[src/rtl/pwb_pkg.sv]
package pwb_pkg;
    typedef enum logic [1:0] {
        ST_IDLE  = 2'd0,
        ST_FILL  = 2'd1,
        ST_DRAIN = 2'd2
    } pwb_state_e;
endpackage

[src/rtl/pwb_ctrl.sv]
module pwb_ctrl
    import pwb_pkg::*;
(
    input  logic clk,
    input  logic rst_n,
    input  logic addr_load,
    input  logic byte_valid,
    input  logic commit,
    input  logic clear,
    input  logic any_valid,
    input  logic one_left,
    output logic take_addr,
    output logic take_byte,
    output logic drop_all,
    output logic drain_step,
    output logic busy,
    output logic byte_ack
);
    pwb_state_e state_q, state_d;
    logic       ack_q;

    // state register
    always_ff @(posedge clk or negedge rst_n) begin
        if (!rst_n) state_q <= ST_IDLE;
        else        state_q <= state_d;
    end

    // transitions: clear > commit > address load > byte
    always_comb begin
        state_d = state_q;
        unique case (state_q)
            ST_IDLE: begin
                if (!clear && !commit && addr_load) state_d = ST_FILL;
            end
            ST_FILL: begin
                if (clear)       state_d = ST_IDLE;
                else if (commit) state_d = any_valid ? ST_DRAIN : ST_IDLE;
            end
            ST_DRAIN: begin
                if (one_left) state_d = ST_IDLE;
            end
            default: state_d = ST_IDLE;
        endcase
    end

    // outputs
    always_comb begin
        take_addr  = 1'b0;
        take_byte  = 1'b0;
        drop_all   = 1'b0;
        drain_step = 1'b0;
        busy       = 1'b0;
        unique case (state_q)
            ST_IDLE: begin
                drop_all  = clear | (addr_load & ~commit);
                take_addr = addr_load & ~clear & ~commit;
            end
            ST_FILL: begin
                drop_all  = clear | (addr_load & ~commit);
                take_addr = addr_load & ~clear & ~commit;
                take_byte = byte_valid & ~clear & ~commit & ~addr_load;
            end
            ST_DRAIN: begin
                drain_step = 1'b1;
                busy       = 1'b1;
            end
            default: ;
        endcase
    end

    always_ff @(posedge clk or negedge rst_n) begin
        if (!rst_n) ack_q <= 1'b0;
        else        ack_q <= take_byte;
    end
    assign byte_ack = ack_q;

    AST_DRAIN_FROM_COMMIT: assert property (@(posedge clk) disable iff (!rst_n)
        $rose(busy) |-> ($past(state_q) == ST_FILL) && $past(commit) && !$past(clear));
endmodule

[src/rtl/pwb_addr.sv]
module pwb_addr #(
    parameter int ADDR_W = 11,
    parameter int OFS_W  = 4
) (
    input  logic              clk,
    input  logic              rst_n,
    input  logic              take_addr,
    input  logic [ADDR_W-1:0] addr_in,
    input  logic              take_byte,
    output logic [ADDR_W-OFS_W-1:0] page,
    output logic [OFS_W-1:0]  ofs
);
    logic [ADDR_W-OFS_W-1:0] page_q;
    logic [OFS_W-1:0]        ofs_q;

    always_ff @(posedge clk or negedge rst_n) begin
        if (!rst_n) begin
            page_q <= '0;
            ofs_q  <= '0;
        end else if (take_addr) begin
            page_q <= addr_in[ADDR_W-1:OFS_W];
            ofs_q  <= addr_in[OFS_W-1:0];
        end else if (take_byte) begin
            ofs_q  <= ofs_q + 1'b1;
        end
    end

    assign page = page_q;
    assign ofs  = ofs_q;

    AST_PAGE_HELD: assert property (@(posedge clk) disable iff (!rst_n)
        $past(take_byte) && !$past(take_addr) |-> page_q == $past(page_q));
endmodule

[src/rtl/pwb_slots.sv]
module pwb_slots #(
    parameter int DATA_W = 8,
    parameter int SLOTS  = 16,
    parameter int OFS_W  = 4
) (
    input  logic              clk,
    input  logic              rst_n,
    input  logic              take_byte,
    input  logic [OFS_W-1:0]  wr_slot,
    input  logic [DATA_W-1:0] byte_data,
    input  logic              drop_all,
    input  logic              drain_step,
    output logic [OFS_W-1:0]  pick_slot,
    output logic [DATA_W-1:0] pick_data,
    output logic              any_valid,
    output logic              one_left,
    output logic [SLOTS-1:0]  valid_mask
);
    logic [SLOTS-1:0]  valid_q;
    logic [DATA_W-1:0] data_q [SLOTS];

    for (genvar g = 0; g < SLOTS; g++) begin : g_slot
        logic              v_q;
        logic [DATA_W-1:0] d_q;
        always_ff @(posedge clk or negedge rst_n) begin
            if (!rst_n) begin
                v_q <= 1'b0;
                d_q <= '0;
            end else if (drop_all) begin
                v_q <= 1'b0;
            end else if (take_byte && wr_slot == OFS_W'(g)) begin
                v_q <= 1'b1;
                d_q <= byte_data;
            end else if (drain_step && pick_slot == OFS_W'(g)) begin
                v_q <= 1'b0;
            end
        end
        assign valid_q[g] = v_q;
        assign data_q[g]  = d_q;
    end

    // lowest valid slot wins
    always_comb begin
        pick_slot = '0;
        for (int i = SLOTS - 1; i >= 0; i--) begin
            if (valid_q[i]) pick_slot = OFS_W'(i);
        end
    end

    assign pick_data  = data_q[pick_slot];
    assign any_valid  = |valid_q;
    assign one_left   = $onehot(valid_q);
    assign valid_mask = valid_q;

    AST_PICK_VALID: assert property (@(posedge clk) disable iff (!rst_n)
        drain_step |-> valid_q[pick_slot]);
endmodule

[src/rtl/page_write_buffer.sv]
module page_write_buffer #(
    parameter int ADDR_W     = 11,
    parameter int DATA_W     = 8,
    parameter int PAGE_BYTES = 16
) (
    input  logic              clk,
    input  logic              rst_n,
    input  logic              addr_load,
    input  logic [ADDR_W-1:0] addr_in,
    input  logic              byte_valid,
    input  logic [DATA_W-1:0] byte_data,
    input  logic              commit,
    input  logic              clear,
    output logic              byte_ack,
    output logic              busy,
    output logic              wr_en,
    output logic [ADDR_W-1:0] wr_addr,
    output logic [DATA_W-1:0] wr_data,
    output logic [ADDR_W-1:0] next_addr
);
    localparam int OFS_W  = $clog2(PAGE_BYTES);
    localparam int PAGE_W = ADDR_W - OFS_W;

    logic              take_addr, take_byte, drop_all, drain_step;
    logic              any_valid, one_left;
    logic [PAGE_W-1:0] page;
    logic [OFS_W-1:0]  ofs, pick_slot;
    logic [DATA_W-1:0] pick_data;
    logic [PAGE_BYTES-1:0] valid_mask;

    pwb_ctrl u_ctrl (
        .clk        (clk),
        .rst_n      (rst_n),
        .addr_load  (addr_load),
        .byte_valid (byte_valid),
        .commit     (commit),
        .clear      (clear),
        .any_valid  (any_valid),
        .one_left   (one_left),
        .take_addr  (take_addr),
        .take_byte  (take_byte),
        .drop_all   (drop_all),
        .drain_step (drain_step),
        .busy       (busy),
        .byte_ack   (byte_ack)
    );

    pwb_addr #(.ADDR_W(ADDR_W), .OFS_W(OFS_W)) u_addr (
        .clk       (clk),
        .rst_n     (rst_n),
        .take_addr (take_addr),
        .addr_in   (addr_in),
        .take_byte (take_byte),
        .page      (page),
        .ofs       (ofs)
    );

    pwb_slots #(.DATA_W(DATA_W), .SLOTS(PAGE_BYTES), .OFS_W(OFS_W)) u_slots (
        .clk        (clk),
        .rst_n      (rst_n),
        .take_byte  (take_byte),
        .wr_slot    (ofs),
        .byte_data  (byte_data),
        .drop_all   (drop_all),
        .drain_step (drain_step),
        .pick_slot  (pick_slot),
        .pick_data  (pick_data),
        .any_valid  (any_valid),
        .one_left   (one_left),
        .valid_mask (valid_mask)
    );

    assign wr_en     = drain_step;
    assign wr_addr   = {page, pick_slot};
    assign wr_data   = pick_data;
    assign next_addr = {page, ofs};

    AST_ORDER_UP: assert property (@(posedge clk) disable iff (!rst_n)
        wr_en && $past(wr_en) |-> wr_addr[OFS_W-1:0] > $past(wr_addr[OFS_W-1:0]));
    AST_ONE_PAGE: assert property (@(posedge clk) disable iff (!rst_n)
        wr_en && $past(wr_en) |-> wr_addr[ADDR_W-1:OFS_W] == $past(wr_addr[ADDR_W-1:OFS_W]));
    AST_ACK_AFTER_BYTE: assert property (@(posedge clk) disable iff (!rst_n)
        byte_ack |-> $past(byte_valid));
    AST_EMPTY_AFTER_DRAIN: assert property (@(posedge clk) disable iff (!rst_n)
        $fell(busy) |-> valid_mask == '0);
endmodule

[config.mk]
export PLATFORM = sky130hd
export DESIGN_NAME = page_write_buffer
export DESIGN_NICKNAME = d
export VERILOG_FILES = /design/src/rtl/pwb_pkg.sv /design/src/rtl/pwb_ctrl.sv /design/src/rtl/pwb_addr.sv /design/src/rtl/pwb_slots.sv /design/src/rtl/page_write_buffer.sv
export SDC_FILE = /design/constraint.sdc
export NUM_CORES = 1
export LEC_CHECK = 0
export ABC_AREA = 1
export CORE_UTILIZATION = 50
export DETAILED_ROUTE_END_ITERATION = 8
export GPL_ROUTABILITY_DRIVEN = 0
export PLACE_DENSITY = 0.72
export SYNTH_ARGS = -nofsm -noshare
export SYNTH_HDL_FRONTEND = slang
export SYNTH_HIERARCHICAL = 1
export SYNTH_SLANG_ARGS = --single-unit
[constraint.sdc]
create_clock -name clk -period 3.8 [get_ports clk]
set_input_delay 0.76 -clock clk [delete_from_list [all_inputs] [get_ports clk]]
set_output_delay 0.76 -clock clk [all_outputs]
set_load 0.02 [all_outputs]
* After elaboration in Yosys (flattened, before gate mapping)
Index checks and enable logic that the tools add are counted.
** Storage, ports and cells
- Bits of input ports :: 25
- Flip-flop bits (word level) :: 158
- Word-level logic and storage cells :: 255
- Output and inout port bits :: 33
** Cells by class
- Add/subtract/negate cells :: 16
- Reduce and logical (&&, ||, !) cells :: 75
- Bitwise gates (word level) :: 12
- Mux-type cells :: 79
- Magnitude comparators :: 1
- Eq/ne operators :: 36
** Operator list (number)
- $mux W4 :: 18
- $eq A4 B4 Y1 const B :: 16
- $mux W1 :: 52
- $reduce_bool A3 Y1 :: 16
- $add A5 B5 Y5 :: 7
- $logic_and A1 B1 Y1 :: 34
- $bmux W8 S4 :: 1
- $eq A4 B3 Y1 const B :: 8
- $reduce_and A2 Y1 :: 16
- $add A1 B1 Y2 :: 8
- $eq A4 B2 Y1 const B :: 4
- $mux W8 :: 2
- $reduce_or A16 Y1 :: 1
- $mux W2 :: 5
- $eq A4 B1 Y1 const B :: 2
- $logic_not A4 Y1 :: 2
- $and A1 B1 Y1 :: 6
- $pmux W2 S3 :: 1
- $eq A5 B1 Y1 const B :: 1
- $ge A5 B5 Y1 const B :: 1
- $not A4 Y5 :: 1
- $add A4 B1 Y4 const B :: 1
- $not A1 Y1 :: 4
- $ne A3 B3 Y1 const B :: 1
- other kinds (10) :: 11

* Logic depth before layout (Yosys ltp)
Gate-level depths: netlist of the first run.
- Depth after elaboration :: 21
- Depth in mapped cells :: 23
- Mapped depth without buffers :: 22

* Cells and area by module
The synthesis of the first run kept the hierarchy.
** By module, submodules not included
- pwb_slots :: cells an instance 955, instances 1, seq. area each 3603.5 µm², area each 7557.2 µm²
- pwb_addr :: cells an instance 56, instances 1, seq. area each 275.3 µm², area each 491.7 µm²
- pwb_ctrl :: cells an instance 27, instances 1, seq. area each 75.1 µm², area each 195.2 µm²
- page_write_buffer :: cells an instance 7, instances 1, seq. area each 0.0 µm², area each 52.6 µm²

* Worst setup path after synthesis of the first run
Ideal clock, no wire load.
- Kind :: register to register
- Start :: register u_slots.g_slot[11].v_q
- End :: register u_ctrl.state_q[1]
- Library setup time :: 0.067 ns
- Arrival :: 3.805 ns
- Setup slack :: -0.072 ns
- Period minus slack after synthesis :: 3.872 ns
- Stages on the path, launching flop included :: 17
- Cells stage by stage :: dfrtp_1 fa_1 inv_1 fa_1 inv_1 fa_1 inv_1 fa_1 inv_1 ha_1 fa_1 nor2_1 nand3b_1 a211oi_1 nand3b_1 nand4_1 nand2_1
** Between the ends
- Longest elaborated chain between the ends :: 7
- Elaborated cells on any way between the ends :: 12
- Classes of those cells :: add/sub: 4; eq/ne: 2; mux: 4; reduce/logical: 2
** RTL lines
- start: declaration :: RTL line pwb_slots.sv:23 : logic v_q;
- start signal: assignment :: RTL line pwb_slots.sv:27 : v_q <= 1'b0;
- start signal: assignment :: RTL line pwb_slots.sv:30 : v_q <= 1'b0;
- start signal: assignment :: RTL line pwb_slots.sv:32 : v_q <= 1'b1;
- $add A1 B1 Y2 (implied by the code) :: RTL line pwb_slots.sv:52 : assign one_left = $onehot(valid_q);
- $add A5 B5 Y5 (implied by the code) (3 in a row) :: RTL line pwb_slots.sv:52
- $eq A5 B1 Y1 :: RTL line pwb_slots.sv:52
- named net one_left :: RTL line page_write_buffer.sv:25 : logic any_valid, one_left;
- $ne A2 B2 Y1 (no line)
- $reduce_and A3 Y1 (no line)
- end signal: assignment :: RTL line pwb_ctrl.sv:25 : else state_q <= state_d;
- end: declaration :: RTL line pwb_ctrl.sv:19 : pwb_state_e state_q, state_d;
The timed path passes the listed nets, and every way through them passes these cells. The select of a mux whose other input is x is not followed.
A chain may end at the register's enable or synchronous reset.

* Worst setup path after layout of the first run
- Start :: register u_slots.g_slot[15].v_q
- End :: register u_ctrl.state_q[0]
** Between the ends
- Longest elaborated chain between the ends :: 7
** RTL lines (RTL line)
- start: declaration :: pwb_slots.sv:23
- start signal: assignment :: pwb_slots.sv:27
- start signal: assignment :: pwb_slots.sv:30
- start signal: assignment :: pwb_slots.sv:32
- $add A1 B1 Y2 (implied by the code) :: pwb_slots.sv:52
- $add A5 B5 Y5 (implied by the code) (3 in a row) :: pwb_slots.sv:52
- $eq A5 B1 Y1 :: pwb_slots.sv:52
- named net one_left :: page_write_buffer.sv:25
- $ne A2 B2 Y1 (no line)
- $reduce_and A3 Y1 (no line)
The timed path passes the listed nets, and every way through them passes these cells.

==> results of run 1 <==
## routing by layer
| layer | vias up | track usage [%] |
|---|---|---|
| met4 | 0 | 11.0 |
| met1 | 3546 | 40.3 |
| li1 | 3470 | - |
| met2 | 303 | 43.3 |
| met3 | 34 | 5.29 |
| met5 | - | 0 |
## flip-flops by register name, summed over array words and instances (netlist names)
name / count
u_slots/g_slot.v_q: 16
u_addr/ofs: 4
u_ctrl/state_q: 2
u_slots/g_slot.d_q: 128
u_ctrl/byte_ack: 1
u_addr/page: 7
## area by class of cell
class	count	area (sq um)
multi-input combinational	694	3490
clock inverter	12	135
sequential	158	3950
inverter	111	417
timing repair buffer	93	913
tap	216	270
fill	1442	6320
clock buffer	20	447
## metrics by stage
stage                     setup slack, ns  setup TNS (ns)  power, W
final                              -0.164          -0.324   0.00349
after global routing               -0.327          -0.646   0.00359
after CTS                          -0.178          -0.346   0.00351
after detailed placement           -0.185          -0.369   0.00184
after global placement            -0.0781          -0.150   0.00184
after floorplan                   0.00261               0   0.00175
## power by group through the flow
stage / combinational [W] / sequential [W] / clock, W
after CTS: 0.000115 / 0.00169 / 0.00170
after detailed placement: 0.000115 / 0.00172 / 0
after floorplan: 0.0000249 / 0.00172 / 0
after global routing: 0.000124 / 0.00169 / 0.00177
final: 0.000113 / 0.00169 / 0.00168
after global placement: 0.000115 / 0.00172 / 0
## how the worst max path moves through the flow
stage | end | slack [ns]
final | u_ctrl/state_q[0] | -0.16
after global routing | u_ctrl/state_q[0] | -0.33
after CTS | u_ctrl/state_q[0] | -0.18
after detailed placement | u_ctrl/state_q[1] | -0.19
after global placement | u_ctrl/state_q[1] | -0.08
after floorplan | u_ctrl/state_q[1] | 0.003
## timing repair
action	4_1_cts	5_1_grt
hold buffers	0	0
cloned	0	1
hold endpoints to repair	0	0
pin swaps	1	1
gates resized for setup	14	17
setup buffers	0	3
endpoints found under the setup margin	10	11
==> results.yml, run 1 <==
placement:
  dpl_cell_area_sq_um: 8990
  portBuffers: 57
  hpwl_mm: 14.6
  dp.cells: 1268
global_route:
  grtUsageTotal_pct: 28.4
  grt_pass1_wl_mm: 35.8
  grt_pass1_vias: 6741
  antenna_found_initial: 0
  grt_overflow: 0
  grt_max_degree: 68
clocking:
  htree_levels: 4
  cts_made_buffers: 17
  cts.path.max_buffers: 2
  clock-sinks: 158
  cts_tree: "built"
  cts_root_buffer: "clkbuf_16"
  clk_pin_slew_ns: 0.06
  insertion_delay_ns: 0.43
power:
  p_leak_nw: 4.75
  p_per_area_nw_per_um2: 362
  internal-power_w: 0.00271
  power_frac_seq_pct: 48.5
  swShare_pct: 22.3
  pwr-share-clk_pct: 48.3
  p_sw_w: 0.000777
  combPwrFrac_pct: 3.2
  peakVddDrop_uv: 318
floorplan:
  start_util_pct: 51.3
  die_h_microns: 130
  floorplan.rows: 46
  num_io_pins: 58
  coreArea_sq_um: 15900
  die_width_microns: 130
  dieArea_sq_um: 16900
setup_path:
  ff2ff_setup_slack_ns: -0.16
  cp_num_cells: 16
  critPathKind: "register to register"
  crit_family: "adder cells"
  worstPathRequired_ns: 4.17
  r2r-end: "u_ctrl/state_q[0]"
  critPathMostFrequentCell: "fa_1"
  start_kind: "register"
  r2r-start: "u_slots/g_slot[15].v_q"
  cp.arrival_ns: 4.33
  crit_chain: "fa_1 -> inv_1 -> fa_1 -> inv_2 -> fa_1 -> inv_1 -> fa_1 -> inv_2 -> ha_4 -> fa_1 -> nor2_1 -> nand3b_1 -> a211oi_2 -> nand3b_1 -> nand4_1 -> nand2_1"
  crit_path_top_delay_cell: "fa_1"
  reg2reg_depth: 16
  cp_num_buf_inv: 4
  cp-end-kind: "register"
  critPathMaxFanout: 3
  critPathMaxStageDelay_ns: 0.55
  startpoint: "u_slots/g_slot[15].v_q"
detailed_routing:
  dr.pass1.iters: 5
  wl_met3_mm: 1.84
  detail_route.wl_per_cell_microns: 17.5
  via_per_inst: 5.64
  top_layer_used: "met4"
  ant_nets: 0
  wl_met2_mm: 10.2
  remaining_drc_errors: 0
  wl_mm: 22.8
  drt_iter0_drc: 708
  drt-met1-wl_mm: 10.3
  vias: 7353
layout:
  final_cell_mix: "311 x nand2_1, 158 x dfrtp_1, 128 x o21ai_0"
  post-route-util_pct: 60.4
  layout-drive-gt1-share_pct: 8.92
  areaGrowthSynthToFinish_pct: 17.7
  fin_cells: 1304
  layout_commonest_cell: "nand2_1"
  final_nets: 1117
  final_cell_area_sq_um: 9620
  antenna_cells: 0
sta:
  fmax_ghz: 0.252
  finalWorstSetupSlack_ns: -0.164
  worst_slew_pin_slew_ns: 0.677
  drv_slew: 0
  clock_skew_ns: 0.0107
  setup_viol: 2
  min_period_ns: 3.96
  hold_viol: 0
  hold-worst-slack_ns: 0.333
  relSlewSlack_pct: 54.8
  period_share_pct: 104
  rsz0062_at_grt: "true"
logic_synthesis:
  syn_inst: 1029
  syn_area_sq_um: 8180
  syn_area_per_cell_sq_um: 7.95
  yosys_warnings: 6
  synth_nets: 1071
hold_path:
  hold_path_class: "input port to async pin"
outcome:
  violations: "setup timing"
  status: "complete, but fails checks"
run:
  maxCapViolations: 0
No activity file was read; power rests on OpenSTA's default activity.
==> run 2, diff against run 1 <==
Settings changed: CAP_MARGIN set to 0.
==> results of run 2 <==
Same layout as run 1: the final DEF is identical, and so are final timing and power.
